## src/rtl/tsu_pkg.sv

```systemverilog
package tsu_pkg;

   typedef enum logic {
      TRC_IDLE = 1'b0,
      TRC_RUN  = 1'b1
   } trc_state_e;

   typedef struct packed {
      logic clr;
      logic ld;
   } cnt_cmd_t;

endpackage

```

## src/rtl/tsu_count.sv

```systemverilog
module tsu_count
   import tsu_pkg::*;
#(
   parameter int CNT_W = 24
) (
   input  logic             clk,
   input  logic             rst_n,
   input  cnt_cmd_t         cmd,
   input  logic [CNT_W-1:0] ld_val,
   input  logic             dec,
   output logic [CNT_W-1:0] cnt,
   output logic             at_zero
);

   localparam logic [CNT_W-1:0] ONE = {{(CNT_W-1){1'b0}}, 1'b1};

   assign at_zero = (cnt == '0);

   always_ff @(posedge clk) begin
      if (!rst_n)
         cnt <= '0;
      else if (cmd.clr)
         cnt <= '0;
      else if (cmd.ld)
         cnt <= ld_val;
      else if (dec && !at_zero)
         cnt <= cnt - ONE;
   end

endmodule

```

## src/rtl/tsu_ctrl.sv

```systemverilog
module tsu_ctrl
   import tsu_pkg::*;
(
   input  logic clk,
   input  logic rst_n,
   input  logic cmd_busy,
   input  logic en_wr,
   input  logic en_val,
   input  logic exit_dbg,
   input  logic retire,
   input  logic at_zero,
   input  logic occ_clr,
   output logic dec,
   output logic req,
   output logic occ,
   output logic en_q,
   output logic tracing
);

   trc_state_e state_q, state_d;
   logic       step_ok;
   logic       fire;

   assign step_ok = (state_q == TRC_RUN) && en_q && retire && !cmd_busy;
   assign dec     = step_ok && !at_zero;
   assign fire    = step_ok && at_zero;
   assign tracing = (state_q == TRC_RUN);

   always_comb begin
      state_d = state_q;
      if (fire)
         state_d = TRC_IDLE;
      else if (en_wr && !en_val)
         state_d = TRC_IDLE;
      else if (exit_dbg && en_q)
         state_d = TRC_RUN;
   end

   always_ff @(posedge clk) begin
      if (!rst_n) begin
         state_q <= TRC_IDLE;
         en_q    <= 1'b0;
         occ     <= 1'b0;
         req     <= 1'b0;
      end else begin
         state_q <= state_d;
         req     <= fire;
         if (en_wr)
            en_q <= en_val;
         if (fire)
            occ <= 1'b1;
         else if (occ_clr)
            occ <= 1'b0;
      end
   end

endmodule

```

## src/rtl/tsu_ack_pipe.sv

```systemverilog
module tsu_ack_pipe #(
   parameter int STAGES = 1
) (
   input  logic clk,
   input  logic rst_n,
   input  logic pulse_i,
   output logic pulse_o
);

   generate
      if (STAGES == 0) begin : g_pass
         assign pulse_o = pulse_i;
      end else begin : g_pipe
         logic [STAGES:0] chain;
         assign chain[0] = pulse_i;
         always_ff @(posedge clk) begin
            if (!rst_n)
               chain[STAGES:1] <= '0;
            else
               chain[STAGES:1] <= chain[STAGES-1:0];
         end
         assign pulse_o = chain[STAGES];
      end
   endgenerate

endmodule

```

## src/rtl/trace_step_unit.sv

```systemverilog
module trace_step_unit
   import tsu_pkg::*;
#(
   parameter int CNT_W      = 24,
   parameter int ACK_STAGES = 1
) (
   input  logic             clk,
   input  logic             rst_n,
   input  logic             cnt_wr_i,
   input  logic             cnt_clr_i,
   input  logic [CNT_W-1:0] cnt_wdata_i,
   output logic [CNT_W-1:0] cnt_rdata_o,
   input  logic             ctl_wr_i,
   input  logic             ctl_en_i,
   input  logic             occ_clr_i,
   output logic             trace_en_o,
   output logic             trace_occ_o,
   input  logic             exit_dbg_i,
   input  logic             retire_i,
   output logic             tracing_o,
   output logic             dbg_req_o,
   output logic             ack_req_o
);

   localparam int MAX_ACK = 3;

   initial begin
      if (CNT_W < 2 || CNT_W > 32)
         $error("trace_step_unit: CNT_W must lie in 2..32");
      if (ACK_STAGES < 0 || ACK_STAGES > MAX_ACK)
         $error("trace_step_unit: ACK_STAGES must lie in 0..3");
   end

   cnt_cmd_t cmd;
   logic     dec, at_zero;

   assign cmd.clr = cnt_clr_i;
   assign cmd.ld  = cnt_wr_i;

   tsu_count #(.CNT_W(CNT_W)) u_count (
      .clk     (clk),
      .rst_n   (rst_n),
      .cmd     (cmd),
      .ld_val  (cnt_wdata_i),
      .dec     (dec),
      .cnt     (cnt_rdata_o),
      .at_zero (at_zero)
   );

   tsu_ctrl u_ctrl (
      .clk      (clk),
      .rst_n    (rst_n),
      .cmd_busy (cnt_wr_i | cnt_clr_i),
      .en_wr    (ctl_wr_i),
      .en_val   (ctl_en_i),
      .exit_dbg (exit_dbg_i),
      .retire   (retire_i),
      .at_zero  (at_zero),
      .occ_clr  (occ_clr_i),
      .dec      (dec),
      .req      (dbg_req_o),
      .occ      (trace_occ_o),
      .en_q     (trace_en_o),
      .tracing  (tracing_o)
   );

   tsu_ack_pipe #(.STAGES(ACK_STAGES)) u_ack (
      .clk     (clk),
      .rst_n   (rst_n),
      .pulse_i (dbg_req_o),
      .pulse_o (ack_req_o)
   );

endmodule

```

## config.mk

```make
export PLATFORM = sky130hd
export DESIGN_NAME = trace_step_unit
export DESIGN_NICKNAME = d
export VERILOG_FILES = /design/src/rtl/tsu_pkg.sv /design/src/rtl/tsu_count.sv /design/src/rtl/tsu_ctrl.sv /design/src/rtl/tsu_ack_pipe.sv /design/src/rtl/trace_step_unit.sv
export SDC_FILE = /design/constraint.sdc
export NUM_CORES = 1
export LEC_CHECK = 0
export ABC_AREA = 1
export BUFFER_PORTS_ARGS = -buffer_cell sky130_fd_sc_hd__buf_2
export CELL_PAD_IN_SITES_DETAIL_PLACEMENT = 2
export CELL_PAD_IN_SITES_GLOBAL_PLACEMENT = 2
export CORE_ASPECT_RATIO = 0.75
export CORE_MARGIN = 2
export CORE_UTILIZATION = 28
export CTS_BUF_LIST = sky130_fd_sc_hd__clkbuf_8
export CTS_CLUSTER_SIZE = 16
export DETAILED_ROUTE_END_ITERATION = 16
export PLACE_DENSITY = 0.86
export SLEW_MARGIN = 20
export SYNTH_ARGS = -nofsm -noshare
export SYNTH_HDL_FRONTEND = slang
export SYNTH_SLANG_ARGS = --single-unit
```

## constraint.sdc

```tcl
create_clock -name clk -period 4.3 [get_ports clk]
set_input_delay 0.215 -clock clk [delete_from_list [all_inputs] [get_ports clk]]
set_output_delay 0.215 -clock clk [all_outputs]
set_load 0.02 [all_outputs]
```

==> impl_results.md <==
* Avg Synthesized Cell Area at 5.91 um^2
* First-pass GRT wire length at 12,700 um
* Root buffer cell: clkbuf_8
* Final Max Tran Viols at 0
* Synth cell types at 26
* Post-synthesis async set-or-reset flop share at 0%
* Pwr dens at 299 nW/um^2
* Top cell type by total area after synthesis: dfxtp_1
* FP Rows at 26
* Die W at 101 um
* Final worst path period need at 2.27 ns
* Register Area at 581 um^2
* HP Class: primary input to flip-flop
* #FFs+latches synth at 29
* Status: completed
* Switch Pwr at 0.261 mW
* H-Tree Depth at 2
* Final WS setup at 2.03 ns
* Core Area at 6800 um^2
* Synthesized Nets at 366
* Ant. Diodes at 0
* Total grt overflow at 0
* Critical path peak fanout at 20
* Initial Utilization at 28.8%
* Placed Cells at 467
* Synth Flop Type: dfxtp_1
* Share of cells above drive strength 1 at 22.0%
* Skew-Pair Late Insertion Delay at 0.28 ns
* Int Pwr at 0.454 mW
* Placed Area at 2310 um^2
* FILL cells at 861
* Ranking of synthesized cells by area: dfxtp_1 (30%), nand2_1 (16%), nor2_1 (13%)
* GRT Overall Usage at 20.8%
* P&R area growth vs syn at 22.1%
* Mapped Cells at 331
* Number of synthesized flops with an enable pin at 0
* CP Data Required Time at 4.50 ns
* DRC at 0
* Setup WS pre-CTS at 2.03 ns
* Die area at 7680 um^2
* Post-CTS setup buffers at 0
* Hold path cells at 3
* Clock power share at 31.3%
* Setup TNS at 0 ns
* CP arrival at 2.48 ns
* Port Buf Inserts at 61
* RSZ-0062 raised after global routing: no
* Rel. slew slack at 47.4%
* Number of buffers created by CTS at 5
* Die height at 76.4 um
* Multi-input logic area at 1160 um^2
* Vias in the first global route at 2,483
* Crit path launch type: flip-flop
* Post-Syn Area at 1960 um^2
* Drt first-iter violations at 36
* Crit Path Class: flip-flop to flip-flop
* Slowest stage cell, crit path: nand2_2
* Initial antenna violation count at 0
* Critical path capture point type: flip-flop
* Crit path cell chain: inv_1 > ha_1 > inv_1 > nor2_1 > nand2_1 > nor2_2 > nand3_2 > nand2_2 > nand2_2 > inv_2 > nand2_1 > a21oi_1
* Ports at 62
* Final Hold Fails at 0
* Worst r2r path cells at 12
* First-pass DRT Iterations at 4
* Post-route cell area at 2390 um^2
* Vias at 2,323
* Synth Warn # at 0
* Final Wtd Congestion at 0.851
* Cts repair resizes at 0
* Power share of the combinational group at 27.9%
* Final setup violation count at 0
* Clk buf depth at 2
* Share of the synthesized area in the top cell type at 29.7%
* Maxcap violations at 0
* Post-DRT Antenna Nets at 0
* CTS tree: yes
* Max Fclk at 440 MHz
* CP max stage delay at 0.36 ns
* Leak at 1.31 nW
* Register area share after synthesis at 29.7%
* Sw Ratio at 36.5%
* DPL Wire Length at 5770 um
* Final wirelength at 7600 um
* Clock-pin slew on the worst setup and hold paths at 0.07 ns
* Peak VDD IR at 0.158 mV
* Vias per inst at 4.89
* Clock sink total at 29
* Final Non-Filler Cells at 475
* Worst Tran Pin Value at 0.788 ns
* CTS hold repair buffers at 0
* Pin count of the biggest net entering global routing at 26
* Drt wl/cell at 16.0 um
* Layout Skew at 0.00858 ns
* Flop pwr share at 40.8%
* Fin crit share at 52.8%
* Nets at 425
cell type report:
cell class | count | area share [%]
well taps | 84 | 4.40
repair buffers | 62 | 13.1
clock buffers | 5 | 2.88
multi-input cells | 253 | 48.6
clock inverters | 3 | 0.576
inverters | 39 | 6.13
flip-flops and latches | 29 | 24.3
cell usage in the layout (no fill, tap or decap), types with 3 or more instances in the layout:
master and n:
nand2_1 86, nor2_1 69, buf_2 61, inv_1 38
nand3_1 31, dfxtp_1 29, a21oi_1 18, o21ai_0 17
nor2_2 5, xor2_1 5, clkbuf_8 5, nand2_2 4
nand4_1 3, xnor2_1 3, nor3_2 3
state kept, by name, summed over array words and instances (netlist names):
name,cells
u_ack.pulse_o,1
u_count.cnt,24
u_ctrl.en_q,1
u_ctrl.occ,1
u_ctrl.req,1
u_ctrl.tracing,1
layer usage:
| metal | vias to the layer above | GRT usage [%] | wire length (um) |
|---|---|---|---|
| li1 | 1147 | - | - |
| met1 | 1132 | 28.9 | 3770 |
| met2 | 42 | 34.5 | 3480 |
| met3 | 2 | 3.49 | 328 |
| met4 | 0 | 2.60 | 21 |
| met5 | - | 0 | 0 |
critical path: cells and delay by family, from the launching register on:
kind                     cells  cell delay [ns]
AND/OR/NAND/NOR              7             1.13
buffers and inverters        3             0.39
adder cells (fa/ha/maj)      1             0.16
AO/OA/AOI/OAI                1             0.17
flip-flops                   1             0.34
through the flow:
stage	power (mW)	util [%]	hold slack, ns
final	0.715	35.1	0.150
after global routing	0.761	35.1	0.171
after CTS	0.723	35.1	0.153
after detailed placement	0.495	33.9	0.445
after global placement	0.486	33.9	0.425
after floorplan	0.428	-	0.308
synth_stat cells (2+ instances only):
| cell | number |
|---|---|
| nand2_2 | 4 |
| nor3_1 | 2 |
| inv_1 | 37 |
| nor3_2 | 3 |
| nor2_1 | 69 |
| xor2_1 | 5 |
| ha_1 | 2 |
| buf_2 | 2 |
| nand3_1 | 31 |
| dfxtp_1 | 29 |
| nand4_1 | 3 |
| nor2_2 | 5 |
| nand2_1 | 86 |
| a21oi_1 | 18 |
| inv_2 | 2 |
| xnor2_1 | 3 |
| clkbuf_1 | 5 |
| o21ai_0 | 17 |
power groups by stage:
stage	Clock [mW]	Sequential, mW	Combinational (mW)
finish	0.224	0.292	0.199
CTS	0.230	0.292	0.201
global placement	0	0.297	0.188
global route	0.241	0.294	0.226
detailed placement	0	0.298	0.197
floorplan	0	0.306	0.122
cell families after synthesis:
| family | synth area share [%] |
|---|---|
| buf+inv | 10.9 |
| simple gates | 45.3 |
| compound gates | 9.21 |
| xor+xnor | 3.58 |
| fa+ha+maj | 1.28 |
| flops | 29.7 |
path summary, 6_finish.rpt:
check,startpoint,to,slack (ns)
setup reg to reg,u_count.cnt[0],u_count.cnt[21],2.03
hold reg to reg,u_ctrl.req,u_ack.pulse_o,0.45
hold / removal,rst_n,u_ack.pulse_o,0.15
setup / recovery,u_count.cnt[0],u_count.cnt[21],2.03
(Power assumes the default switching activity.)
